File: config.mk
export PLATFORM = sky130hd
export DESIGN_NAME = hs_seq_ctrl
export DESIGN_NICKNAME = d
export VERILOG_FILES = /design/src/rtl/hs_seq_pkg.sv /design/src/rtl/seq_step_decode.sv /design/src/rtl/seq_join_tracker.sv /design/src/rtl/seq_index_ctr.sv /design/src/rtl/hs_seq_ctrl.sv
export SDC_FILE = /design/constraint.sdc
export NUM_CORES = 1
export LEC_CHECK = 0
export ABC_AREA = 1
export BUFFER_PORTS_ARGS = -buffer_cell sky130_fd_sc_hd__clkbuf_2
export CORE_AREA = 2 2 39 41
export DETAILED_ROUTE_END_ITERATION = 8
export DIE_AREA = 0 0 41 43
export HOLD_SLACK_MARGIN = 0.12
export SLEW_MARGIN = 10
export SYNTH_ARGS = -nofsm -noshare
export SYNTH_HDL_FRONTEND = slang
export SYNTH_SLANG_ARGS = --single-unit
File: constraint.sdc
create_clock -name clk -period 2.95 [get_ports clk]
set_input_delay 0.295 -clock clk [delete_from_list [all_inputs] [get_ports clk]]
set_output_delay 0.295 -clock clk [all_outputs]
set_load 0.05 [all_outputs]
File: src/rtl/hs_seq_pkg.sv
package hs_seq_pkg;
  // Largest program the controller is meant to run.
  localparam int unsigned MAX_STEPS = 8;
  // Width of an index that can hold 0..steps (terminal included).
  function automatic int unsigned idx_width(input int unsigned steps);
    return (steps < 1) ? 1 : $clog2(steps + 1);
  endfunction
endpackage

File: src/rtl/seq_step_decode.sv
module seq_step_decode #(
  parameter int unsigned NUM_STEPS = 4,
  parameter int unsigned NUM_UNITS = 4,
  parameter int unsigned IDX_W     = 3,
  parameter logic [NUM_STEPS*NUM_UNITS-1:0] STEP_MAP = '0
) (
  input  logic [IDX_W-1:0]     idx,
  output logic [NUM_UNITS-1:0] member,
  output logic                 in_prog
);
  logic [NUM_UNITS-1:0] row [NUM_STEPS];

  for (genvar k = 0; k < NUM_STEPS; k++) begin : g_row
    assign row[k] = STEP_MAP[k*NUM_UNITS +: NUM_UNITS];
  end

  always_comb begin
    member = '0;
    for (int k = 0; k < NUM_STEPS; k++) begin
      if (idx == IDX_W'(k)) member = row[k];
    end
  end

  assign in_prog = (idx < IDX_W'(NUM_STEPS));
endmodule

File: src/rtl/seq_join_tracker.sv
module seq_join_tracker #(
  parameter int unsigned NUM_UNITS = 4
) (
  input  logic                 clk,
  input  logic                 rst_n,
  input  logic                 clear,
  input  logic                 capture,
  input  logic [NUM_UNITS-1:0] member,
  input  logic [NUM_UNITS-1:0] done_in,
  output logic [NUM_UNITS-1:0] flags,
  output logic                 all_done
);
  logic [NUM_UNITS-1:0] flags_d;
  logic                 flags_en;

  assign all_done = &(~member | flags | done_in);
  assign flags_en = clear | capture;

  always_comb begin
    flags_d = flags;
    if (clear)        flags_d = '0;
    else if (capture) flags_d = flags | (done_in & member);
  end

  always_ff @(posedge clk or negedge rst_n) begin
    if (!rst_n)        flags <= '0;
    else if (flags_en) flags <= flags_d;
  end

  // a recorded completion is never lost until the step closes
  a_r4_sticky: assert property (@(posedge clk) disable iff (!rst_n)
    (capture && !clear) |=> ((($past(flags)) & ~flags) == '0));

  // no completion is recorded for a unit outside the current step
  a_r9_member_only: assert property (@(posedge clk) disable iff (!rst_n)
    capture |-> ((flags & ~member) == '0));
endmodule

File: src/rtl/seq_index_ctr.sv
module seq_index_ctr #(
  parameter int unsigned NUM_STEPS = 4,
  parameter int unsigned IDX_W     = 3
) (
  input  logic             clk,
  input  logic             rst_n,
  input  logic             run,
  input  logic             advance,
  output logic [IDX_W-1:0] idx
);
  logic [IDX_W-1:0] idx_d;
  logic             idx_en;

  assign idx_en = !run || advance;

  always_comb begin
    idx_d = idx;
    if (!run)         idx_d = '0;
    else if (advance) idx_d = idx + 1'b1;
  end

  always_ff @(posedge clk or negedge rst_n) begin
    if (!rst_n)      idx <= '0;
    else if (idx_en) idx <= idx_d;
  end

  // an unfinished step keeps the index
  a_r3_hold: assert property (@(posedge clk) disable iff (!rst_n)
    (run && !advance) |=> $stable(idx));

  // the index never passes the terminal value
  a_r7_bound: assert property (@(posedge clk) disable iff (!rst_n)
    idx <= IDX_W'(NUM_STEPS));

  // a low start returns the index to step 0
  a_r8_rearm: assert property (@(posedge clk) disable iff (!rst_n)
    !run |=> (idx == '0));
endmodule

File: src/rtl/hs_seq_ctrl.sv
module hs_seq_ctrl #(
  parameter int unsigned NUM_STEPS = 4,
  parameter int unsigned NUM_UNITS = 4,
  parameter logic [NUM_STEPS*NUM_UNITS-1:0] STEP_MAP = 16'h1A43
) (
  input  logic                 clk,
  input  logic                 rst_n,
  input  logic                 seq_go,
  input  logic [NUM_UNITS-1:0] unit_done,
  output logic [NUM_UNITS-1:0] unit_go,
  output logic                 seq_done
);
  import hs_seq_pkg::*;

  localparam int unsigned IDX_W = idx_width(NUM_STEPS);

  logic [IDX_W-1:0]     idx;
  logic [NUM_UNITS-1:0] member;
  logic [NUM_UNITS-1:0] flags;
  logic                 in_prog;
  logic                 all_done;
  logic                 active;
  logic                 advance;
  logic                 clear;

  assign active  = seq_go && in_prog;
  assign advance = active && all_done;
  assign clear   = !seq_go || advance;

  seq_step_decode #(
    .NUM_STEPS (NUM_STEPS),
    .NUM_UNITS (NUM_UNITS),
    .IDX_W     (IDX_W),
    .STEP_MAP  (STEP_MAP)
  ) u_decode (
    .idx     (idx),
    .member  (member),
    .in_prog (in_prog)
  );

  seq_join_tracker #(
    .NUM_UNITS (NUM_UNITS)
  ) u_join (
    .clk      (clk),
    .rst_n    (rst_n),
    .clear    (clear),
    .capture  (active),
    .member   (member),
    .done_in  (unit_done),
    .flags    (flags),
    .all_done (all_done)
  );

  seq_index_ctr #(
    .NUM_STEPS (NUM_STEPS),
    .IDX_W     (IDX_W)
  ) u_index (
    .clk     (clk),
    .rst_n   (rst_n),
    .run     (seq_go),
    .advance (advance),
    .idx     (idx)
  );

  assign unit_go  = {NUM_UNITS{active}} & member & ~flags;
  assign seq_done = seq_go && (idx == IDX_W'(NUM_STEPS));

  // a unit answered while the step still waits gets no go next cycle
  a_r5_go_drop: assert property (@(posedge clk) disable iff (!rst_n)
    (seq_go && !advance) |=> ((unit_go & $past(unit_go & unit_done)) == '0));

  // completion and activation never overlap
  a_r7_done_quiet: assert property (@(posedge clk) disable iff (!rst_n)
    seq_done |-> (unit_go == '0));

  // after a step closes, no member starts with a recorded completion
  a_r6_fresh_step: assert property (@(posedge clk) disable iff (!rst_n)
    advance |=> (flags == '0));
endmodule

# After elaboration in Yosys (flattened, before gate mapping)
# Cells that the tools add are included.
[classes] addsub=1 n_lt_le_gt_ge=1 eq_ne=5 mux=8 bitwise=9 reduce_logical=10
[op_table] op="two-way mux 4 bit" count=4
[op_table] op="bitwise AND 4 bit" count=3
[op_table] op="bitwise OR 4 bit" count=3
[op_table] op="two-way mux 3 bit" count=3
[op_table] op="inverter 4 bit" count=2
[op_table] op="== test 3 x 2 -> 1 bit, second input constant" count=2
[op_table] op="AND reduction 2 bit" count=2
[op_table] op="AND reduction 4 bit" count=1
[op_table] op="adder 3 x 1 -> 3 bit, second input constant" count=1
[op_table] op="== test 3 x 1 -> 1 bit, second input constant" count=1
[op_table] op="== test 3 bit, second input constant" count=1
[op_table] op="logical AND 1 bit" count=3
[op_table] op="logical NOT 3 bit" count=1
[op_table] op="< comparator 3 bit, second input constant" count=1
[op_table] op="two-way mux 2 bit" count=1
[op_table] op="!= test 2 x 1 -> 1 bit, second input constant" count=1
[op_table] op="nonzero test 2 bit" count=1
[op_table] op="logical NOT 1 bit" count=1
[op_table] op="logical OR 1 bit" count=1
[op_table] op="bitwise OR 1 bit" count=1
[word_totals] regBits=7 inputBits=7

# Longest topological paths before layout
# Gate-level depths: netlist of run 1.
[logic_depth] depth_word=13 depth_mapped=10 ltp_nobuf=10

# By module
# Synthesis of run 1 repeated with hierarchy kept, for this count alone.
[unflattened] hier_cells=72 area_unflattened_um2=462.9
[modules_own_cells] mod="seq_join_tracker" instances=1 cells_per_inst=25 area_each_um2=198.9 seq_area_each_um2=100.1
[modules_own_cells] mod="seq_index_ctr" instances=1 cells_per_inst=16 area_each_um2=138.9 seq_area_each_um2=75.1
[modules_own_cells] mod="hs_seq_ctrl" instances=1 cells_per_inst=22 area_each_um2=86.3 seq_area_each_um2=0.0
[modules_own_cells] mod="seq_step_decode" instances=1 cells_per_inst=9 area_each_um2=38.8 seq_area_each_um2=0.0

# Worst setup path after synthesis of run 1
# No wires, ideal clock.
[synth_path] path_type="register to output" start="reg u_index.idx[0]" end="out unit_go[2]" t_arrival_ns=2.074 required_ns=2.655 slack_ns=0.581 stages_incl_launch_ff=6 cell_sequence="dfrtp_1 > ha_1 > ha_1 > nor2_1 > nand2_1 > nor3_1"
[synth_via] elab_chain_len=6 word_cells_on_any_way=10 cone_classes="1 x order compare; 3 x eq/ne; 3 x mux; 2 x bitwise; 1 x reduce/logical"
[synth_lines] element="start: declaration" line="seq_index_ctr.sv:9" text="output logic [IDX_W-1:0] idx"
[synth_lines] element="start signal: assignment" line="seq_index_ctr.sv:24" text="else if (idx_en) idx <= idx_d;"
[synth_lines] element="== test 3 x 1 -> 1 bit" line="seq_step_decode.sv:20" text="if (idx == IDX_W'(k)) member = row[k];"
[synth_lines] element="two-way mux 3 bit" line="seq_step_decode.sv:20"
[synth_lines] element="two-way mux 4 bit (2 in a row)" line="seq_step_decode.sv:20"
[synth_lines] element="bitwise AND 4 bit (*) (2 in a row)" line="hs_seq_ctrl.sv:65" text="assign unit_go = {NUM_UNITS{active}} & member & ~flags;"
[synth_lines] element="end: declaration" line="hs_seq_ctrl.sv:10" text="output logic [NUM_UNITS-1:0] unit_go,"
# Mark *: on every way between the ends. The rest lies on a longest branch, timed or not.

# Worst setup path in the final report of run 1
# Ends and elaborated chain as after synthesis.

==> results of run 1 <==
==> logic make-up (layout without fill, tap and decap cells) <==
family	Yosys count	in the layout	share of synthesized area
AOI/OAI and AO/OA	5	5	0.0683
DFF	7	7	0.319
and+or+nand+nor	37	37	0.390
buffers and inverters	16	32	0.109
adders and majority gates	5	5	0.114
==> layout make-up <==
| type | instances | area share |
|---|---|---|
| Multi-Input combinational cell | 47 | 0.475 |
| Sequential cell | 7 | 0.265 |
| Timing Repair Buffer | 12 | 0.0985 |
| Inverter | 16 | 0.0909 |
| Clock buffer | 4 | 0.0398 |
| Tap cell | 16 | 0.0303 |
==> routing by layer <==
layer,GRT usage,share of wire
met3,0.0314,0.027
met4,0.0600,0
met1,0.183,0.50
met2,0.194,0.47
met5,0,0
==> power groups by stage <==
stage	Combinational (W)	Sequential, W	Clock, W
after floorplan	0.000261	0.000140	0
after global placement	0.000319	0.000145	0
after detailed placement	0.000320	0.000146	0
after CTS	0.000322	0.000144	0.0000883
after global routing	0.000356	0.000147	0.0000947
final	0.000318	0.000145	0.0000835
==> synth_stat cells <==
master and number:
nor2_1 11, nand2_4 1, nand4_1 1, nand2_2 4, ha_1 5, nand3b_4 1
o21ai_4 1, o21ai_0 2, dfrtp_1 7, a21oi_1 1, nor3_1 2, nand3_1 5
nand2_1 7, nor2_4 2, nor2_2 1, nand3b_1 1, a31oi_1 1, inv_1 16
nand4_2 1
==> flip-flops by register name (all words and copies together), names as in the netlist <==
name	cells
u_index.idx	3
u_join.flags	4
==> path summary, 6_finish.rpt <==
| path | start | endpoint | slack (ns) | cells after the start |
|---|---|---|---|---|
| setup / recovery | u_index.idx[0] | unit_go[2] | 0.88 | 6 |
| hold / removal | seq_go | u_index.idx[0] | 0.35 | 3 |
| setup reg to reg | u_index.idx[0] | u_join.flags[1] | 1.36 | 9 |
| hold reg to reg | u_join.flags[0] | u_join.flags[0] | 0.51 | 2 |
| max in group asynchronous | rst_n | u_join.flags[3] | 2.36 | 2 |
| min in group asynchronous | rst_n | u_join.flags[1] | 0.42 | 2 |
==> through the flow <==
stage	instances	worst slack [ns]	hold slack (ns)
2_1_floorplan	70	0.581	-0.000591
5_1_grt	102	0.728	0.356
6_report	102	0.877	0.351
3_5_place_dp	97	1.14	0.141
4_1_cts	102	0.865	0.339
3_3_place_gp	97	1.17	0.139
==> worst register-to-register path, cell delays in order, from the launching register on <==
cell and delay, ns:
dfrtp_1 0.43, ha_1 0.22, ha_1 0.20, nor2_1 0.16, nand4_2 0.12, nand2_2 0.10, nor2_4 0.05, nand2_4 0.06
nand2_2 0.07, nor2_1 0.09
==> repair_timing <==
| action | in CTS | in global routing |
|---|---|---|
| endpoints found under the setup margin | 0 | 0 |
| buffers inserted | 0 | 0 |
| hold endpoints to repair | 7 | 0 |
| resized for setup | 0 | 0 |
| hold buffers | 1 | 0 |
==> results.py, run 1 <==
metrics = {
    "run_status": {
        "outcome": "completed",
    },
    "floorplan": {
        "ios": 12,
        "core-area_um2": 1380,
        "dieArea_um2": 1760,
        "fp-row-count": 14,
        "die_y_um": 43,
        "start_util": 0.397,
        "dieWidth_um": 41,
    },
    "detailed_routing": {
        "vias": 460,
        "first_pass_iters": 2,
        "drt_iter0_drc": 5,
        "ant_nets": 0,
        "routed_wirelength_um": 995,
        "drc": 0,
        "wire_per_inst_um": 9.75,
        "routed_via_density": 4.51,
    },
    "yosys": {
        "yosys_warnings": 0,
        "syn_nets": 82,
        "synth_top_cell_area_share": 0.319,
        "avgSynthCellArea_um2": 7.85,
        "synthCells": 70,
        "syn_area_um2": 549,
        "synth_area_leaders": "dfrtp_1 32%, ha_1 11%, inv_1 11%, nor2_1 7.5%, nand2_1 4.8%",
        "yosys.cell_types.count": 19,
        "ys_ff_latch": 7,
        "yosysSeqAreaShare": 0.319,
        "yosysTopAreaCell": "dfrtp_1",
    },
    "worst_setup_path": {
        "endpoint_kind": "output port",
        "crit_fanout": 5,
        "slowest_delay_ns": 0.43,
        "crit_top_cell": "ha_1",
        "cp_cell_sequence": "ha_1 > ha_1 > nor2_1 > nand2_1 > nor3_1 > clkbuf_2",
        "worstSetupStartpointType": "register",
        "cp_top_family": "flip-flops",
        "slowest_stage": "dfrtp_1",
        "path_buf_inv": 1,
        "crit_required_ns": 2.65,
        "worst_ep_arrival_time_ns": 1.78,
        "critPathKind": "register to output port",
    },
    "clocking": {
        "clock_sink_count": 7,
        "htreeDepth": 1,
        "cts_inserted_buffers": 3,
        "clockBufferDepth": 2,
        "cts_tree": "done",
        "clock_latency_ns": 0.24,
        "clk_pin_slew_ns": 0.05,
        "clockRootBuffer": "clkbuf_4",
    },
    "timing": {
        "relSlewSlack": 0.797,
        "setup_viol": 0,
        "worst_pin_slew_ns": 0.304,
        "skew_ns": 0.00198,
        "fin_tns_setup_ns": 0,
        "fmax_mhz": 482,
        "fin_crit_sh": 0.703,
        "hold_violations": 0,
        "period_minus_slack_ns": 2.07,
        "slew_violations": 0,
        "rsz0062_at_grt": "no",
    },
    "global_route": {
        "grt_pass1_wl_um": 1610,
        "antenna_found_initial": 0,
        "grt-ovfl-total": 0,
        "track_usage": 0.134,
        "grt_max_degree": 8,
        "first_global_vias": 414,
    },
    "finish": {
        "fin_nets": 99,
        "fin_area_um2": 661,
        "layout_commonest_cell": "inv_1",
        "register_area_um2": 175,
        "final_cell_mix": "16 x inv_1, 11 x nor2_1, 11 x clkbuf_2",
        "num_antenna_cells": 0,
        "multi_input_area_um2": 314,
        "fill_cells": 166,
        "drive_gt1_frac": 0.291,
        "area_growth_pct": 20.3,
        "fin_util": 0.477,
    },
    "power": {
        "p_clk_frac": 0.153,
        "switching_share": 0.507,
        "leakagePower_nw": 0.354,
        "combPwrFrac": 0.582,
        "power.switching_w": 0.000277,
        "power_density_nw_per_um2": 826,
        "finalPower_w": 0.000546,
        "p_seq_frac": 0.265,
        "p_int_w": 0.000269,
        "ir_drop_mv": 0.357,
    },
    "placement": {
        "dp_hpwl_um": 860,
        "portBuffers": 11,
        "placed_area_um2": 624,
        "gpl.final_weighted_congestion": 0.711,
    },
    "hold_path": {
        "holdCritPathClass": "input port to register",
    },
    "flow_run": {
        "maxCapViolCount": 0,
    },
}
(Power assumes the default switching activity.)
==> run 2, diff against run 1 <==
--- a/config.mk
+++ b/config.mk
@@ -11,6 +11,7 @@
 export DETAILED_ROUTE_END_ITERATION = 8
 export DIE_AREA = 0 0 41 43
 export HOLD_SLACK_MARGIN = 0.12
+export PLACE_DENSITY = 0.66
 export SLEW_MARGIN = 10
 export SYNTH_ARGS = -nofsm -noshare
 export SYNTH_HDL_FRONTEND = slang
==> constraint.sdc (replaced) <==
create_clock -name clk -period 1.8 [get_ports clk]
set_input_delay 0.18 -clock clk [delete_from_list [all_inputs] [get_ports clk]]
set_output_delay 0.18 -clock clk [all_outputs]
set_load 0.05 [all_outputs]
==> run 2 against run 1 <==
  * Combinational power is 140% higher
  * Cell area increased by 25%
  * Routed wire length rose by 33%
  * Sequential power up 61%
  * Hold slack worse by 0.12 ns
  * Register-to-register slack lost 1.2 ns
  * Die area unchanged
  * Critical path depth is the same
==> results.py, run 2 (synthesized netlist as in run 1, its figures left out) <==
metrics = {
    "run_status": {
        "outcome": "completed",
    },
    "global_route": {
        "first_global_vias": 488,
        "antenna_found_initial": 0,
        "track_usage": 0.152,
        "grt_max_degree": 8,
        "grt-ovfl-total": 0,
        "grt_pass1_wl_um": 1830,
    },
    "finish": {
        "fin_util": 0.597,
        "final_cell_mix": "14 x inv_1, 8 x clkbuf_2, 6 x nor2_4, 6 x nor2_1, 6 x dfrtp_1",
        "area_growth_pct": 50.3,
        "layout_commonest_cell": "inv_1",
        "fin_area_um2": 826,
        "largest_register": "u_join.flags",
        "drive_gt1_frac": 0.527,
        "largest_register_ffs": 4,
        "num_antenna_cells": 0,
        "fin_nets": 104,
        "largest_registers": "u_join.flags: 4 flops, u_index.idx: 3 flops",
    },
    "placement": {
        "portBuffers": 11,
        "placed_area_um2": 644,
        "dp_hpwl_um": 908,
        "dp_slack_ns": 0.111,
        "gpl.final_weighted_congestion": 0.752,
    },
    "worst_setup_path": {
        "cp.depth": 6,
        "slowest_stage": "dfrtp_1",
        "critPathKind": "register to output port",
        "cp_cell_sequence": "ha_2 > ha_4 > nor2_4 > nand2_2 > nor3_2 > clkbuf_8",
        "endpoint_kind": "output port",
        "regToRegSetupSlack_ns": 0.19,
        "cp-startpoint": "u_index.idx[0]",
        "reg2reg_to": "u_join.flags[0]",
        "worst_ep_arrival_time_ns": 1.60,
        "worst-r2r-cell-count": 10,
        "slowest_delay_ns": 0.42,
        "worstSetupStartpointType": "register",
        "cp_top_family": "flip-flops",
        "crit_required_ns": 1.62,
        "path_buf_inv": 1,
        "crit_fanout": 4,
        "endpoint": "unit_go[3]",
        "regToRegStartpoint": "u_index.idx[0]",
    },
    "floorplan": {
        "start_util": 0.397,
        "die_y_um": 43,
        "dieWidth_um": 41,
        "dieArea_um2": 1760,
        "core-area_um2": 1380,
        "ios": 12,
        "fp-row-count": 14,
    },
    "detailed_routing": {
        "drt_iter0_drc": 7,
        "ant_nets": 0,
        "vias": 504,
        "drc": 0,
        "first_pass_iters": 4,
        "wire_per_inst_um": 12.3,
        "routed_via_density": 4.71,
        "routed_wirelength_um": 1320,
    },
    "clocking": {
        "clockRootBuffer": "clkbuf_4",
        "cts_tree": "done",
        "htreeDepth": 1,
        "clock_latency_ns": 0.24,
        "clock_sink_count": 7,
        "clockBufferDepth": 2,
        "cts_inserted_buffers": 3,
        "clk_pin_slew_ns": 0.05,
    },
    "timing": {
        "rsz0062_at_grt": "yes",
        "skew_ns": 0.00241,
        "slew_violations": 0,
        "finalWorstSetupSlack_ns": 0.0233,
        "worst_pin_slew_ns": 0.276,
        "period_minus_slack_ns": 1.78,
        "fin_crit_sh": 0.987,
        "hold_violations": 0,
        "fmax_mhz": 563,
        "relSlewSlack": 0.817,
        "setup_viol": 0,
        "fin_tns_setup_ns": 0,
    },
    "power": {
        "power_density_nw_per_um2": 1380,
        "ir_drop_mv": 0.552,
        "leakagePower_nw": 0.403,
        "finalPower_w": 0.00114,
    },
    "hold_path": {
        "holdCritPathClass": "input port to register",
    },
    "flow_run": {
        "maxCapViolCount": 0,
    },
}
[run 2: cell types whose count changed in the layout (fill, tap and decap cells not counted), moves of 3 or more]
cell	delta
buf_4	+4
clkbuf_2	-3
ha_1	-4
nand2_1	-3
nor2_1	-5
nor2_4	+4
[run 2: metal layers]
metal / vias up / wire length, um / GRT usage
li1: 257 / - / -
met5: - / 0 / 0
met4: 0 / 12 / 0.0800
met1: 242 / 547 / 0.179
met2: 3 / 745 / 0.253
met3: 2 / 16 / 0.0157
[run 2: worst min path at each step]
stage	from	endpoint	depth (start not counted)
floorplan	rst_n	u_index.idx[0]	0
global placement	rst_n	u_join.flags[2]	1
detailed placement	rst_n	u_join.flags[3]	1
CTS	seq_go	u_index.idx[0]	3
global route	seq_go	u_index.idx[0]	3
finish	seq_go	u_index.idx[1]	3
[run 2: power by group]
| group | internal, W | switching, W |
|---|---|---|
| clock | 0.0000841 | 0.0000508 |
| combinational | 0.000302 | 0.000467 |
| sequential | 0.000197 | 0.0000366 |
| total | 0.000583 | 0.000554 |
[run 2: final cells by class]
cell class,instances,area [um2]
fill,127,558
sequential,7,176
timing repair buffer,17,134
multi-input combinational,47,409
tap,16,20.0
inverter,16,60.1
clock buffer,4,26.3
[run 2: worst reg2reg max path, stage by stage, from the launching register on]
cell,delay (ns)
dfrtp_1,0.42
ha_2,0.23
ha_4,0.17
nor2_4,0.04
buf_4,0.12
nand4_2,0.08
nand2_2,0.07
nor2_4,0.14
nand2_4,0.07
nand2_2,0.09
nor2_1,0.05
[run 2: through the flow]
step                instances  hold slack, ns
detailed placement         98          0.0209
CTS                       105           0.226
global route              107           0.263
floorplan                  70          -0.116
global placement           98          0.0217
finish                    107           0.233
[run 2: repair_timing]
| action | in CTS | in global routing |
|---|---|---|
| pin swaps | 1 | 4 |
| gates resized for setup | 8 | 23 |
| hold endpoints to repair | 7 | 0 |
| endpoints found under the setup margin | 3 | 3 |
| hold buffers | 1 | 0 |
| setup buffers | 2 | 2 |
==> run 3, diff against run 2 <==
--- a/config.mk
+++ b/config.mk
@@ -11,8 +11,8 @@
 export DETAILED_ROUTE_END_ITERATION = 8
 export DIE_AREA = 0 0 41 43
 export HOLD_SLACK_MARGIN = 0.12
-export PLACE_DENSITY = 0.66
 export SLEW_MARGIN = 10
 export SYNTH_ARGS = -nofsm -noshare
 export SYNTH_HDL_FRONTEND = slang
+export SYNTH_HIERARCHICAL = 1
 export SYNTH_SLANG_ARGS = --single-unit
==> run 3 against run 2 <==
  * Sequential share of layout area grew 8.7 points
  * Maximum frequency increased by 8.6%
  * Clock power grew 3%
  * Core utilization fell by 18 points
  * Largest cell class unchanged
  * Setup slack improved by 0.14 ns
  * Sequential power decreased by 20%
  * Die area unchanged
==> results.py, run 3 <==
metrics = {
    "yosys": {
        "synth_edf_count": 0,
        "syn_area_um2": 463,
        "ys_top_cells_by_count": "18 x inv_1, 14 x nand2_1, 11 x nand3_1",
        "yosys_warnings": 6,
        "synthCells": 72,
        "yosys.cell_types.count": 12,
        "yosysSeqAreaShare": 0.378,
        "ys_ff_latch": 7,
        "yosysTopAreaCell": "dfrtp_1",
        "synth_top_cell_area_share": 0.378,
        "postSynth.asyncResetShare": 1.00,
        "avgSynthCellArea_um2": 6.43,
        "syn_nets": 80,
        "synthFlopType": "dfrtp_1",
        "synth.most_common_cell": "inv_1",
        "synth_area_leaders": "dfrtp_1 38%, inv_1 15%, nand3_1 12%, nand2_1 11%, nor2_1 8.1%",
    },
    "power": {
        "power.switching_w": 0.000186,
        "combPwrFrac": 0.343,
        "finalPower_w": 0.000494,
        "power_density_nw_per_um2": 849,
        "p_int_w": 0.000309,
        "ir_drop_mv": 0.631,
        "p_clk_frac": 0.281,
        "switching_share": 0.375,
        "leakagePower_nw": 0.324,
        "p_seq_frac": 0.376,
    },
    "detailed_routing": {
        "wire_per_inst_um": 8.94,
        "drt_iter0_drc": 9,
        "routed_wirelength_um": 930,
        "drc": 0,
        "first_pass_iters": 6,
        "routed_via_density": 4.49,
        "vias": 467,
        "ant_nets": 0,
    },
    "global_route": {
        "first_global_vias": 429,
        "antenna_found_initial": 0,
        "grt-ovfl-total": 0,
        "grt_max_degree": 9,
        "track_usage": 0.144,
        "grt_pass1_wl_um": 1660,
    },
    "finish": {
        "multi_input_area_um2": 225,
        "drive_gt1_frac": 0.193,
        "final_cells": 104,
        "largest_register_ffs": 4,
        "fill_cells": 160,
        "register_area_um2": 175,
        "area_growth_pct": 25.7,
        "layout_commonest_cell": "inv_1",
        "num_antenna_cells": 0,
        "largest_registers": "u_join/flags: 4 flops, u_index/idx: 3 flops",
        "fin_nets": 97,
        "final_cell_mix": "18 x inv_1, 14 x nand2_1, 11 x nand3_1",
        "largest_register": "u_join/flags",
    },
    "placement": {
        "dp_hpwl_um": 756,
        "dp.cells": 99,
        "gpl.final_weighted_congestion": 0.772,
        "portBuffers": 11,
    },
    "timing": {
        "hold_violations": 0,
        "worst_pin_slew_ns": 0.277,
        "skew_ns": 0.00202,
        "setup_viol": 0,
        "slew_violations": 0,
        "period_minus_slack_ns": 1.64,
        "rsz0062_at_grt": "yes",
        "fmax_mhz": 611,
        "fin_crit_sh": 0.909,
        "relSlewSlack": 0.815,
    },
    "clocking": {
        "clock_latency_ns": 0.25,
        "clockBufferDepth": 2,
        "clockRootBuffer": "clkbuf_4",
        "cts_tree": "done",
        "htreeDepth": 1,
        "cts_inserted_buffers": 3,
        "clock_sink_count": 7,
        "clk_pin_slew_ns": 0.05,
    },
    "worst_setup_path": {
        "crit_required_ns": 1.62,
        "critPathKind": "register to output port",
        "endpoint_kind": "output port",
        "crit_fanout": 8,
        "worst_ep_arrival_time_ns": 1.46,
        "worstSetupStartpointType": "register",
    },
    "floorplan": {
        "ios": 12,
        "dieWidth_um": 41,
        "fp-row-count": 14,
        "core-area_um2": 1380,
        "start_util": 0.335,
        "die_y_um": 43,
        "dieArea_um2": 1760,
    },
    "flow_run": {
        "maxCapViolCount": 0,
    },
    "hold_path": {
        "holdCritPathClass": "input port to register",
    },
    "run_status": {
        "outcome": "completed",
    },
}
run 3: logic make-up (layout without fill, tap and decap cells):
family / Yosys count / after routing / synth area share
flops: 7 / 7 / 0.378
compound gates: 6 / 6 / 0.0648
fa+ha+maj: 1 / 1 / 0.0270
simple gates: 40 / 40 / 0.384
buf+inv: 18 / 34 / 0.146
run 3: timing repair:
| action | 4_1_cts | 5_1_grt |
|---|---|---|
| buffers inserted | 0 | 0 |
| hold buffers | 1 | 0 |
| endpoints found under the setup margin | 0 | 2 |
| endpoints found under the hold margin | 7 | 0 |
| resized for setup | 0 | 3 |
run 3: final cells by class:
class,instances,share of cell area
multi-input combinational,47,0.387
clock buffer,4,0.0452
inverter,18,0.116
timing repair buffer,12,0.116
sequential,7,0.301
tap,16,0.0344
run 3: critical path, stage by stage (launching register included):
cell	delay, ns
dfrtp_1	0.47
nor2_2	0.20
nand2_1	0.07
nand2_1	0.10
nand2_1	0.06
nor2_1	0.07
clkbuf_4	0.23
run 3: final timing paths:
kind | start | end | slack, ns | cells past startpoint
max reg2reg | u_index/idx[2] | u_index/idx[1] | 0.22 | 11
max in group asynchronous | rst_n | u_index/idx[1] | 1.32 | 2
min | unit_done[3] | u_join/flags[3] | 0.19 | 3
min in group asynchronous | rst_n | u_join/flags[1] | 0.30 | 2
min reg2reg | u_join/flags[1] | u_join/flags[1] | 0.54 | 2
max | u_index/idx[0] | unit_go[0] | 0.16 | 6
run 3: layer usage:
layer,part of all wire,global-route usage,up-vias,wire (um)
li1,-,-,254,-
met1,0.45,0.154,198,420
met2,0.48,0.225,13,448
met3,0.061,0.0942,2,57
met4,0.0043,0.0400,0,4
met5,0,0,-,0
run 3: stage by stage:
step	instance area (um2)	setup TNS [ns]	hold WS [ns]	util	setup slack, ns
2_1_floorplan	463	0	-0.116	-	0.171
3_3_place_gp	538	0	0.0337	0.389	0.241
3_5_place_dp	538	0	0.0352	0.389	0.267
4_1_cts	574	0	0.184	0.415	0.0996
5_1_grt	582	-0.0157	0.195	0.420	-0.00945
6_report	582	0	0.189	0.420	0.164
run 3: power by group through the flow:
stage | combinational, W | clock (W) | sequential [W]
after CTS | 0.000168 | 0.000146 | 0.000185
after floorplan | 0.000128 | 0 | 0.000185
after detailed placement | 0.000165 | 0 | 0.000188
after global routing | 0.000195 | 0.000164 | 0.000188
final | 0.000170 | 0.000139 | 0.000186
after global placement | 0.000164 | 0 | 0.000188
